**src/rtl/nds_pkg.sv**
```systemverilog
package nds_pkg;
  localparam int SLOTS  = 8;
  localparam int PH_W   = $clog2(SLOTS);
  localparam int NIB_W  = 4;
  localparam int BYTE_W = 8;
  localparam int NIBS   = BYTE_W / NIB_W;

  localparam logic [PH_W-1:0] SL_ROW    = PH_W'(0);
  localparam logic [PH_W-1:0] SL_C0_SET = PH_W'(1);
  localparam logic [PH_W-1:0] SL_C0_LO  = PH_W'(2);
  localparam logic [PH_W-1:0] SL_C0_END = PH_W'(3);
  localparam logic [PH_W-1:0] SL_C1_SET = PH_W'(4);
  localparam logic [PH_W-1:0] SL_C1_LO  = PH_W'(5);
  localparam logic [PH_W-1:0] SL_C1_END = PH_W'(6);
  localparam logic [PH_W-1:0] SL_LAST   = PH_W'(SLOTS-1);

  typedef enum logic [1:0] {ASEL_ROW, ASEL_COL0, ASEL_COL1} asel_e;

  typedef struct packed {
    logic  ras_n;
    logic  cas_n;
    logic  we_n;
    logic  dq_oe;
    logic  done;
    asel_e asel;
  } strobe_t;
endpackage

```
**src/rtl/nds_phase.sv**
```systemverilog
module nds_phase
  import nds_pkg::*;
(
  input  logic            clk,
  input  logic            rst_n,
  output logic [PH_W-1:0] ph_q,
  output logic [PH_W-1:0] ph_n,
  output logic            last
);
  assign last = (ph_q == SL_LAST);
  assign ph_n = last ? '0 : ph_q + 1'b1;

  always_ff @(posedge clk or negedge rst_n) begin
    if (!rst_n) ph_q <= '0;
    else        ph_q <= ph_n;
  end
endmodule

```
**src/rtl/nds_slot_decode.sv**
```systemverilog
module nds_slot_decode
  import nds_pkg::*;
(
  input  logic [PH_W-1:0] ph,
  input  logic            act,
  input  logic            wr,
  output strobe_t         st
);
  always_comb begin
    st.ras_n = 1'b1;
    st.cas_n = 1'b1;
    st.we_n  = 1'b1;
    st.dq_oe = 1'b0;
    st.done  = 1'b0;
    st.asel  = ASEL_ROW;
    if (act) begin
      case (ph)
        SL_ROW: begin
          st.ras_n = 1'b0;
        end
        SL_C0_SET, SL_C0_LO, SL_C0_END: begin
          st.ras_n = 1'b0;
          st.asel  = ASEL_COL0;
          st.we_n  = ~wr;
          st.dq_oe = wr;
          st.cas_n = (ph == SL_C0_SET);
        end
        SL_C1_SET, SL_C1_LO, SL_C1_END: begin
          st.ras_n = 1'b0;
          st.asel  = ASEL_COL1;
          st.we_n  = ~wr;
          st.dq_oe = wr;
          st.cas_n = (ph == SL_C1_SET);
        end
        default: begin
          st.done = 1'b1;
          st.asel = ASEL_COL1;
        end
      endcase
    end
  end
endmodule

```
**src/rtl/nds_nibble_path.sv**
```systemverilog
module nds_nibble_path
  import nds_pkg::*;
#(
  parameter int MA_W = 8
) (
  input  logic                clk,
  input  logic                rst_n,
  input  logic [2*MA_W-2:0]   addr,
  input  logic [BYTE_W-1:0]   wdata,
  input  asel_e               asel,
  input  logic [NIB_W-1:0]    dq_in,
  input  logic [NIBS-1:0]     cap,
  output logic [MA_W-1:0]     ma,
  output logic [NIB_W-1:0]    dq_out,
  output logic [BYTE_W-1:0]   rdata
);
  localparam int AW = 2*MA_W - 1;

  logic [MA_W-1:0] row;
  logic [MA_W-2:0] colb;

  assign row  = addr[AW-1 -: MA_W];
  assign colb = addr[MA_W-2:0];

  always_comb begin
    case (asel)
      ASEL_ROW:  ma = row;
      ASEL_COL0: ma = {colb, 1'b0};
      default:   ma = {colb, 1'b1};
    endcase
  end

  assign dq_out = (asel == ASEL_COL1) ? wdata[2*NIB_W-1:NIB_W] : wdata[NIB_W-1:0];

  for (genvar g = 0; g < NIBS; g++) begin : g_cap
    always_ff @(posedge clk or negedge rst_n) begin
      if (!rst_n)      rdata[g*NIB_W +: NIB_W] <= '0;
      else if (cap[g]) rdata[g*NIB_W +: NIB_W] <= dq_in;
    end
  end
endmodule

```
**src/rtl/nib_dram_seq.sv**
```systemverilog
module nib_dram_seq
  import nds_pkg::*;
#(
  parameter int MA_W = 8
) (
  input  logic                clk,
  input  logic                rst_n,
  input  logic                req_valid,
  output logic                req_ready,
  input  logic                req_write,
  input  logic [2*MA_W-2:0]   req_addr,
  input  logic [7:0]          req_wdata,
  output logic                done,
  output logic [7:0]          rdata,
  output logic [MA_W-1:0]     dram_addr,
  output logic                dram_ras_n,
  output logic                dram_cas_n,
  output logic                dram_we_n,
  output logic [3:0]          dram_dq_out,
  output logic                dram_dq_oe,
  input  logic [3:0]          dram_dq_in
);
  localparam int AW = 2*MA_W - 1;

  logic [PH_W-1:0]   ph_q, ph_n;
  logic              last, accept;
  logic              act_q, act_n, wr_q, wr_n;
  logic [AW-1:0]     addr_q, addr_n;
  logic [BYTE_W-1:0] wdata_q, wdata_n;
  strobe_t           st_n;
  logic [MA_W-1:0]   ma_n, ma_q;
  logic [NIB_W-1:0]  dqo_n, dqo_q;
  logic [NIBS-1:0]   cap;
  logic              ras_q, cas_q, we_q, oe_q, done_q;

  nds_phase u_phase (
    .clk (clk), .rst_n (rst_n), .ph_q (ph_q), .ph_n (ph_n), .last (last)
  );

  assign req_ready = last;
  assign accept    = req_valid & last;
  assign act_n     = last ? accept : act_q;
  assign wr_n      = accept ? req_write : wr_q;
  assign addr_n    = accept ? req_addr  : addr_q;
  assign wdata_n   = accept ? req_wdata : wdata_q;

  nds_slot_decode u_dec (
    .ph (ph_n), .act (act_n), .wr (wr_n), .st (st_n)
  );

  assign cap[0] = act_q & ~wr_q & (ph_q == SL_C0_END);
  assign cap[1] = act_q & ~wr_q & (ph_q == SL_C1_END);

  nds_nibble_path #(.MA_W(MA_W)) u_path (
    .clk (clk), .rst_n (rst_n), .addr (addr_n), .wdata (wdata_n),
    .asel (st_n.asel), .dq_in (dram_dq_in), .cap (cap),
    .ma (ma_n), .dq_out (dqo_n), .rdata (rdata)
  );

  always_ff @(posedge clk or negedge rst_n) begin
    if (!rst_n) begin
      act_q   <= 1'b0;
      wr_q    <= 1'b0;
      addr_q  <= '0;
      wdata_q <= '0;
      ras_q   <= 1'b1;
      cas_q   <= 1'b1;
      we_q    <= 1'b1;
      oe_q    <= 1'b0;
      done_q  <= 1'b0;
      ma_q    <= '0;
      dqo_q   <= '0;
    end else begin
      act_q   <= act_n;
      wr_q    <= wr_n;
      addr_q  <= addr_n;
      wdata_q <= wdata_n;
      ras_q   <= st_n.ras_n;
      cas_q   <= st_n.cas_n;
      we_q    <= st_n.we_n;
      oe_q    <= st_n.dq_oe;
      done_q  <= st_n.done;
      if (act_n) ma_q <= ma_n;
      dqo_q   <= dqo_n;
    end
  end

  assign dram_addr   = ma_q;
  assign dram_ras_n  = ras_q;
  assign dram_cas_n  = cas_q;
  assign dram_we_n   = we_q;
  assign dram_dq_oe  = oe_q;
  assign dram_dq_out = dqo_q;
  assign done        = done_q;
endmodule

```
**config.mk**
```make
export PLATFORM = sky130hd
export DESIGN_NAME = nib_dram_seq
export DESIGN_NICKNAME = d
export VERILOG_FILES = /design/src/rtl/nds_pkg.sv /design/src/rtl/nds_phase.sv /design/src/rtl/nds_slot_decode.sv /design/src/rtl/nds_nibble_path.sv /design/src/rtl/nib_dram_seq.sv
export SDC_FILE = /design/constraint.sdc
export NUM_CORES = 1
export LEC_CHECK = 0
export BUFFER_PORTS_ARGS = -buffer_cell sky130_fd_sc_hd__buf_2
export CAP_MARGIN = 40
export CORE_MARGIN = 8
export CORE_UTILIZATION = 55
export CTS_CLUSTER_DIAMETER = 120
export DETAILED_ROUTE_END_ITERATION = 10
export GPL_TIMING_DRIVEN = 1
export HOLD_SLACK_MARGIN = 0.02
export PLACE_DENSITY = 0.79
export SLEW_MARGIN = 40
export SYNTH_ARGS = -nofsm -noshare
export SYNTH_HDL_FRONTEND = slang
export SYNTH_SLANG_ARGS = --single-unit
```
**constraint.sdc**
```tcl
create_clock -name clk -period 3.6 [get_ports clk]
set_clock_uncertainty 0.15 [all_clocks]
set_input_delay 0.36 -clock clk [delete_from_list [all_inputs] [get_ports clk]]
set_output_delay 0.36 -clock clk [all_outputs]
set_load 0.03 [all_outputs]
```
Yosys cells after proc, flatten, opt, wreduce, memory -nomap -nowiden
Cells that the tools add are included.
{"block": "classes", "n_eq_ne": 11, "add_sub_neg": 1, "bitwise": 6, "muxes": 11, "reduce_logical": 5}
{"cell": "8-bit one-hot mux with 2 select lines", "n": 1}
{"cell": "3-bit == test (second input constant)", "n": 5}
{"cell": "15-bit 2-to-1 mux", "n": 1}
{"cell": "3-bit by 2-bit == test with 1-bit output (second input constant)", "n": 3}
{"cell": "8-bit 2-to-1 mux", "n": 1}
{"cell": "7-bit 2-to-1 mux", "n": 1}
{"cell": "7-bit OR reduction", "n": 1}
{"cell": "3-bit one-hot mux with 2 select lines", "n": 1}
{"cell": "3-bit OR reduction", "n": 2}
{"cell": "1-bit bitwise AND", "n": 4}
{"cell": "4-bit 2-to-1 mux", "n": 1}
{"cell": "2-bit one-hot mux with 2 select lines", "n": 1}
{"cell": "3-bit by 1-bit adder with 3-bit output (second input constant)", "n": 1}
{"cell": "3-bit by 1-bit == test with 1-bit output (second input constant)", "n": 1}
{"cell": "3-bit zero test", "n": 1}
{"cell": "1-bit 2-to-1 mux", "n": 3}
{"cell": "3-bit 2-to-1 mux", "n": 1}
{"cell": "2-bit by 1-bit == test with 1-bit output (second input constant)", "n": 1}
{"cell": "2-bit == test (second input constant)", "n": 1}
{"cell": "2-bit zero test", "n": 1}
{"cell": "1-bit inverter", "n": 2}
{"block": "totals", "output_inout_bits": 26, "ff_bits": 53}

Logic depth before layout (Yosys ltp)
{"block": "logic_depth", "depth_word": 8, "ltp_mapped": 7, "depth_no_buf": 7}

By module
From an unflattened synthesis, not the netlist that was laid out.
{"block": "hier_totals", "hier_cells": 131, "area_unflattened_um2": 2125.8}
{"mod": "nib_dram_seq", "instances": 1, "cells_per_inst": 82, "area_each_um2": 1492.7}
{"mod": "nds_nibble_path", "instances": 1, "cells_per_inst": 31, "area_each_um2": 450.4}
{"mod": "nds_phase", "instances": 1, "cells_per_inst": 6, "area_each_um2": 103.8}
{"mod": "nds_slot_decode", "instances": 1, "cells_per_inst": 12, "area_each_um2": 78.8}

Least setup slack after synthesis
No wires, ideal clock.
{"block": "synth_timing", "kind": "register -> register", "start": "register u_phase.ph_q[0]", "end": "register dqo_q[0], in the netlist dram_dq_out[0]", "arrival_time_ns": 1.862, "setup_slack_ns": 1.464, "required_ns": 3.325, "path_stages_with_launch": 7, "cell_sequence": "dfrtp_1 -> ha_1 -> ha_1 -> nand2_4 -> buf_6 -> mux2_4 -> mux2_2"}
{"item": "from (decl)", "line_no": "nds_phase.sv:6", "text": "output logic [PH_W-1:0] ph_q,"}
{"item": "from (signal assigned)", "line_no": "nds_phase.sv:15", "text": "else ph_q <= ph_n;"}
{"item": "3-bit == test", "line_no": "nds_phase.sv:10", "text": "assign last = (ph_q == SL_LAST);"}
{"item": "net req_ready", "line_no": "nib_dram_seq.sv:9", "text": "output logic req_ready,"}
{"item": "1-bit bitwise AND", "line_no": "nib_dram_seq.sv:41", "text": "assign accept = req_valid & last;"}
{"item": "8-bit 2-to-1 mux", "line_no": "nib_dram_seq.sv:45", "text": "assign wdata_n = accept ? req_wdata : wdata_q;"}
{"item": "net u_path.wdata[0]", "line_no": "nds_nibble_path.sv:9", "text": "input logic [BYTE_W-1:0] wdata,"}
{"item": "4-bit 2-to-1 mux", "line_no": "nds_nibble_path.sv:33", "text": "assign dq_out = (asel == ASEL_COL1) ? wdata[2*NIB_W-1:NIB_W] : wdata[NIB_W-1:0];"}
{"item": "net dqo_n[0]", "line_no": "nib_dram_seq.sv:32", "text": "logic [NIB_W-1:0] dqo_n, dqo_q;"}
{"item": "to (signal assigned)", "line_no": "nib_dram_seq.sv:84", "text": "dqo_q <= dqo_n;"}
{"item": "to (decl)", "line_no": "nib_dram_seq.sv:32"}
The timed path passes the listed nets, and every way through them passes these cells.
A chain may end at the register's enable or synchronous reset.

Worst setup path after layout
{"block": "layout_timing", "start": "register u_phase.ph_q[0]", "end": "register dqo_q[2], in the netlist dram_dq_out[2]"}
{"item": "3-bit == test *", "line_no": "nds_phase.sv:10"}
{"item": "1-bit bitwise AND", "line_no": "nib_dram_seq.sv:41"}
{"item": "1-bit 2-to-1 mux *", "line_no": "nib_dram_seq.sv:42", "text": "assign act_n = last ? accept : act_q;"}
{"item": "net act_n", "line_no": "nib_dram_seq.sv:27", "text": "logic act_q, act_n, wr_q, wr_n;"}
{"item": "7-bit 2-to-1 mux *", "line_no": "nds_slot_decode.sv:16", "text": "if (act) begin"}
{"item": "2-bit == test *", "line_no": "nds_nibble_path.sv:33"}
{"item": "4-bit 2-to-1 mux *", "line_no": "nds_nibble_path.sv:33"}
{"item": "net dqo_n[2]", "line_no": "nib_dram_seq.sv:32"}
Mark *: on every way through the listed nets, which the timed path passes. The rest lies on a longest branch.

==> results.json <==
{
  "start_util_pct": 56.2,
  "synthCells": 152,
  "htreeDepth": 2,
  "synthesis.area_mm2": 0.00221,
  "grt-ovfl-total": 0,
  "min_from": "dram_dq_in[2]",
  "design.core.area_mm2": 0.00394,
  "cts_setup_buffers": 0,
  "diodes": 0,
  "fmax_mhz": 386,
  "status": "finished, final reports clean",
  "synth_edf_count": 0,
  "hold_depth": 2,
  "io_pins": 57,
  "hold_viol": 0,
  "worstPathMaxFanout": 25,
  "rows": 23,
  "min_to": "u_path.rdata[2]$_DFFE_PN0P_",
  "drv_slew": 0,
  "cp_top_family": "adder cells",
  "yosys_register_bits": 53,
  "die_h_um": 79.5,
  "syn_nets": 191,
  "synth_top_area_cell": "dfrtp_1",
  "clock-sinks": 53,
  "cts.root.buffer_cell": "clkbuf_8",
  "required_ns": 3.63,
  "synth_area_per_cell_um2": 14.6,
  "die_area_mm2": 0.00631,
  "power_density_mw_per_mm2": 484,
  "drt-initial-drc-count": 30,
  "antenna_left": 0,
  "async_flop_share_pct": 100,
  "r2r_start": "u_phase.ph_q[0]$_DFF_PN0_",
  "synthMuxAreaShare_pct": 22.8,
  "wirelength_um": 4330,
  "cts_tree": "yes",
  "fin_cells": 264,
  "critPathMaxStageDelay_ns": 0.43,
  "power.leakage_uw": 0.00137,
  "cp_num_buf_inv": 1,
  "synthSimpleGateAreaFrac_pct": 4.12,
  "design_area_mm2": 0.00266,
  "hold_class": "in -> reg",
  "synth_top_family_by_area": "multiplexers",
  "finalNetCount": 252,
  "synthToLayoutAreaGrowth_pct": 20.0,
  "grt_usage_pct": 14.5,
  "p_total_uw": 1290,
  "vias": 1380,
  "drc_errors": 0,
  "slowest_stage": "dfrtp_1",
  "synth.distinct_cells": 27,
  "yosys_most_used_dff": "dfrtp_1",
  "reg2regPathDepth": 7,
  "yosysWarnings": 0,
  "slew_headroom_pct": 57.6,
  "drive_gt1_share_pct": 50.0,
  "ys_seq_area_share_pct": 60.1,
  "layout_commonest_cell": "buf_2",
  "synth_top_area_share_pct": 56.5,
  "crit_type": "reg -> reg",
  "synth_adder_area_share_pct": 4.52,
  "grt_pass1_vias": 1543,
  "setup_viol": 0,
  "finalSetupTns_ns": 0,
  "drv_cap": 0,
  "cts.clk_slew.worst_paths_ns": 0.09,
  "tightestPinTransition_ns": 0.636,
  "synth_xor_xnor_area_share_pct": 0,
  "mostFrequentLayoutCells": "buf_2, dfrtp_1, mux2_2",
  "viasPerCell": 5.23,
  "fin_crit_ns": 2.59,
  "die_w_um": 79.5,
  "worstPathCellList": "ha_1, ha_1, nand2_4, o21a_2, inv_2, o211ai_4, mux2_2",
  "gp_congestion": 0.743,
  "rsz0062_at_grt": "no",
  "port_buffers": 56,
  "ys_top_cells_by_area": "dfrtp_1, mux2_2, mux2_4, ha_1, mux2i_1",
  "reg2reg_to": "dram_dq_out[2]$_DFF_PN0_",
  "clkLatencyLatePin_ns": 0.30,
  "cts_buffers": 5,
  "dp.cells": 255,
  "grt_max_degree": 54,
  "critPathArrivalTime_ns": 2.62,
  "drt_pass1_iterations": 5,
  "end_kind": "register",
  "worst_setup_path_start_kind": "register",
  "ir_drop_mv": 0.270,
  "crit_top_cell": "ha_1",
  "grt_pass1_wl_um": 7250,
  "antenna_found_initial": 0,
  "wl_per_cell_um": 16.4,
  "reg2reg_slack_ns": 1.01,
  "clock_path_buffers": 2,
  "synth_compound_area_share_pct": 5.88,
  "dpl_cell_area_mm2": 0.00253,
  "post-route-period-util_pct": 72.0,
  "dpl.hpwl_um": 3310
}
[synth_stat cells (all sizes together), types with 2 or more instances]
cell / instances
mux2i: 8
inv: 8
dfstp: 3
o21ai: 12
nand2: 9
mux2: 35
ha: 8
nor3: 3
dfrtp: 50
clkbuf: 2
nor2: 5
[cell families after synthesis]
family                     count (synthesis)
DFF                                       53
muxes                                     43
and+or+nand+nor                           19
AOI/OAI and AO/OA                         18
buffers and inverters                     11
adders and majority gates                  8
[per-stage QoR]
stage                     util [%]  hold slack, ns  setup WS, ns
after floorplan                  -         -0.0856          1.46
after global placement        64.1           0.320          1.14
after detailed placement      64.2           0.282          1.02
after CTS                     67.4           0.143          1.00
after global routing          67.4           0.144         0.872
final                         67.4           0.150          1.01
[flip-flops by register name, indices dropped and copies added, names as in the netlist]
signal        cells
addr_q           15
dram_addr         8
u_path.rdata      8
wdata_q           8
dram_dq_out       4
u_phase.ph_q      3
act_q             1
done              1
dram_cas_n        1
dram_dq_oe        1
dram_ras_n        1
dram_we_n         1
wr_q              1
[cell type report]
cell class	count	area, µm²
inverters	8	30.0
multi-input cells	88	826
flip-flops and latches	53	1330
clock buffers	7	86.3
clock inverters	1	30.0
fillers	291	1280
well taps	50	62.6
repair buffers	57	293
[routing by layer]
layer / global-route usage (%) / share of wire, % / up-vias
li1: - / - / 647
met1: 16.8 / 41 / 677
met2: 23.7 / 50 / 48
met3: 4.84 / 7.6 / 8
met4: 6.30 / 1.5 / 0
met5: 0 / 0 / -
[how the worst max path moves through the flow]
| stage | startpoint | to | slack [ns] | cells past startpoint |
|---|---|---|---|---|
| 2_1_floorplan | u_phase.ph_q[0]$_DFF_PN0_ | dram_dq_out[0]$_DFF_PN0_ | 1.46 | 6 |
| 3_3_place_gp | u_phase.ph_q[0]$_DFF_PN0_ | dram_dq_out[2]$_DFF_PN0_ | 1.14 | 7 |
| 3_5_place_dp | u_phase.ph_q[0]$_DFF_PN0_ | dram_dq_out[2]$_DFF_PN0_ | 1.02 | 7 |
| 4_1_cts | u_phase.ph_q[0]$_DFF_PN0_ | dram_dq_out[2]$_DFF_PN0_ | 1.0 | 7 |
| 5_1_grt | u_phase.ph_q[0]$_DFF_PN0_ | dram_dq_out[2]$_DFF_PN0_ | 0.87 | 7 |
| 6_report | u_phase.ph_q[0]$_DFF_PN0_ | dram_dq_out[2]$_DFF_PN0_ | 1.01 | 7 |
[power breakdown]
group,internal [µW],switching (µW),leakage [µW]
clock network,227,179,0.0000585
registers,654,21.7,0.000626
logic,79.8,125,0.000684
total,961,326,0.00137
[repair_timing]
action / in CTS / in global routing
hold buffers: 1 / 0
hold endpoints to repair: 50 / 0
resized for setup: 0 / 0
(Power assumes the default switching activity.)
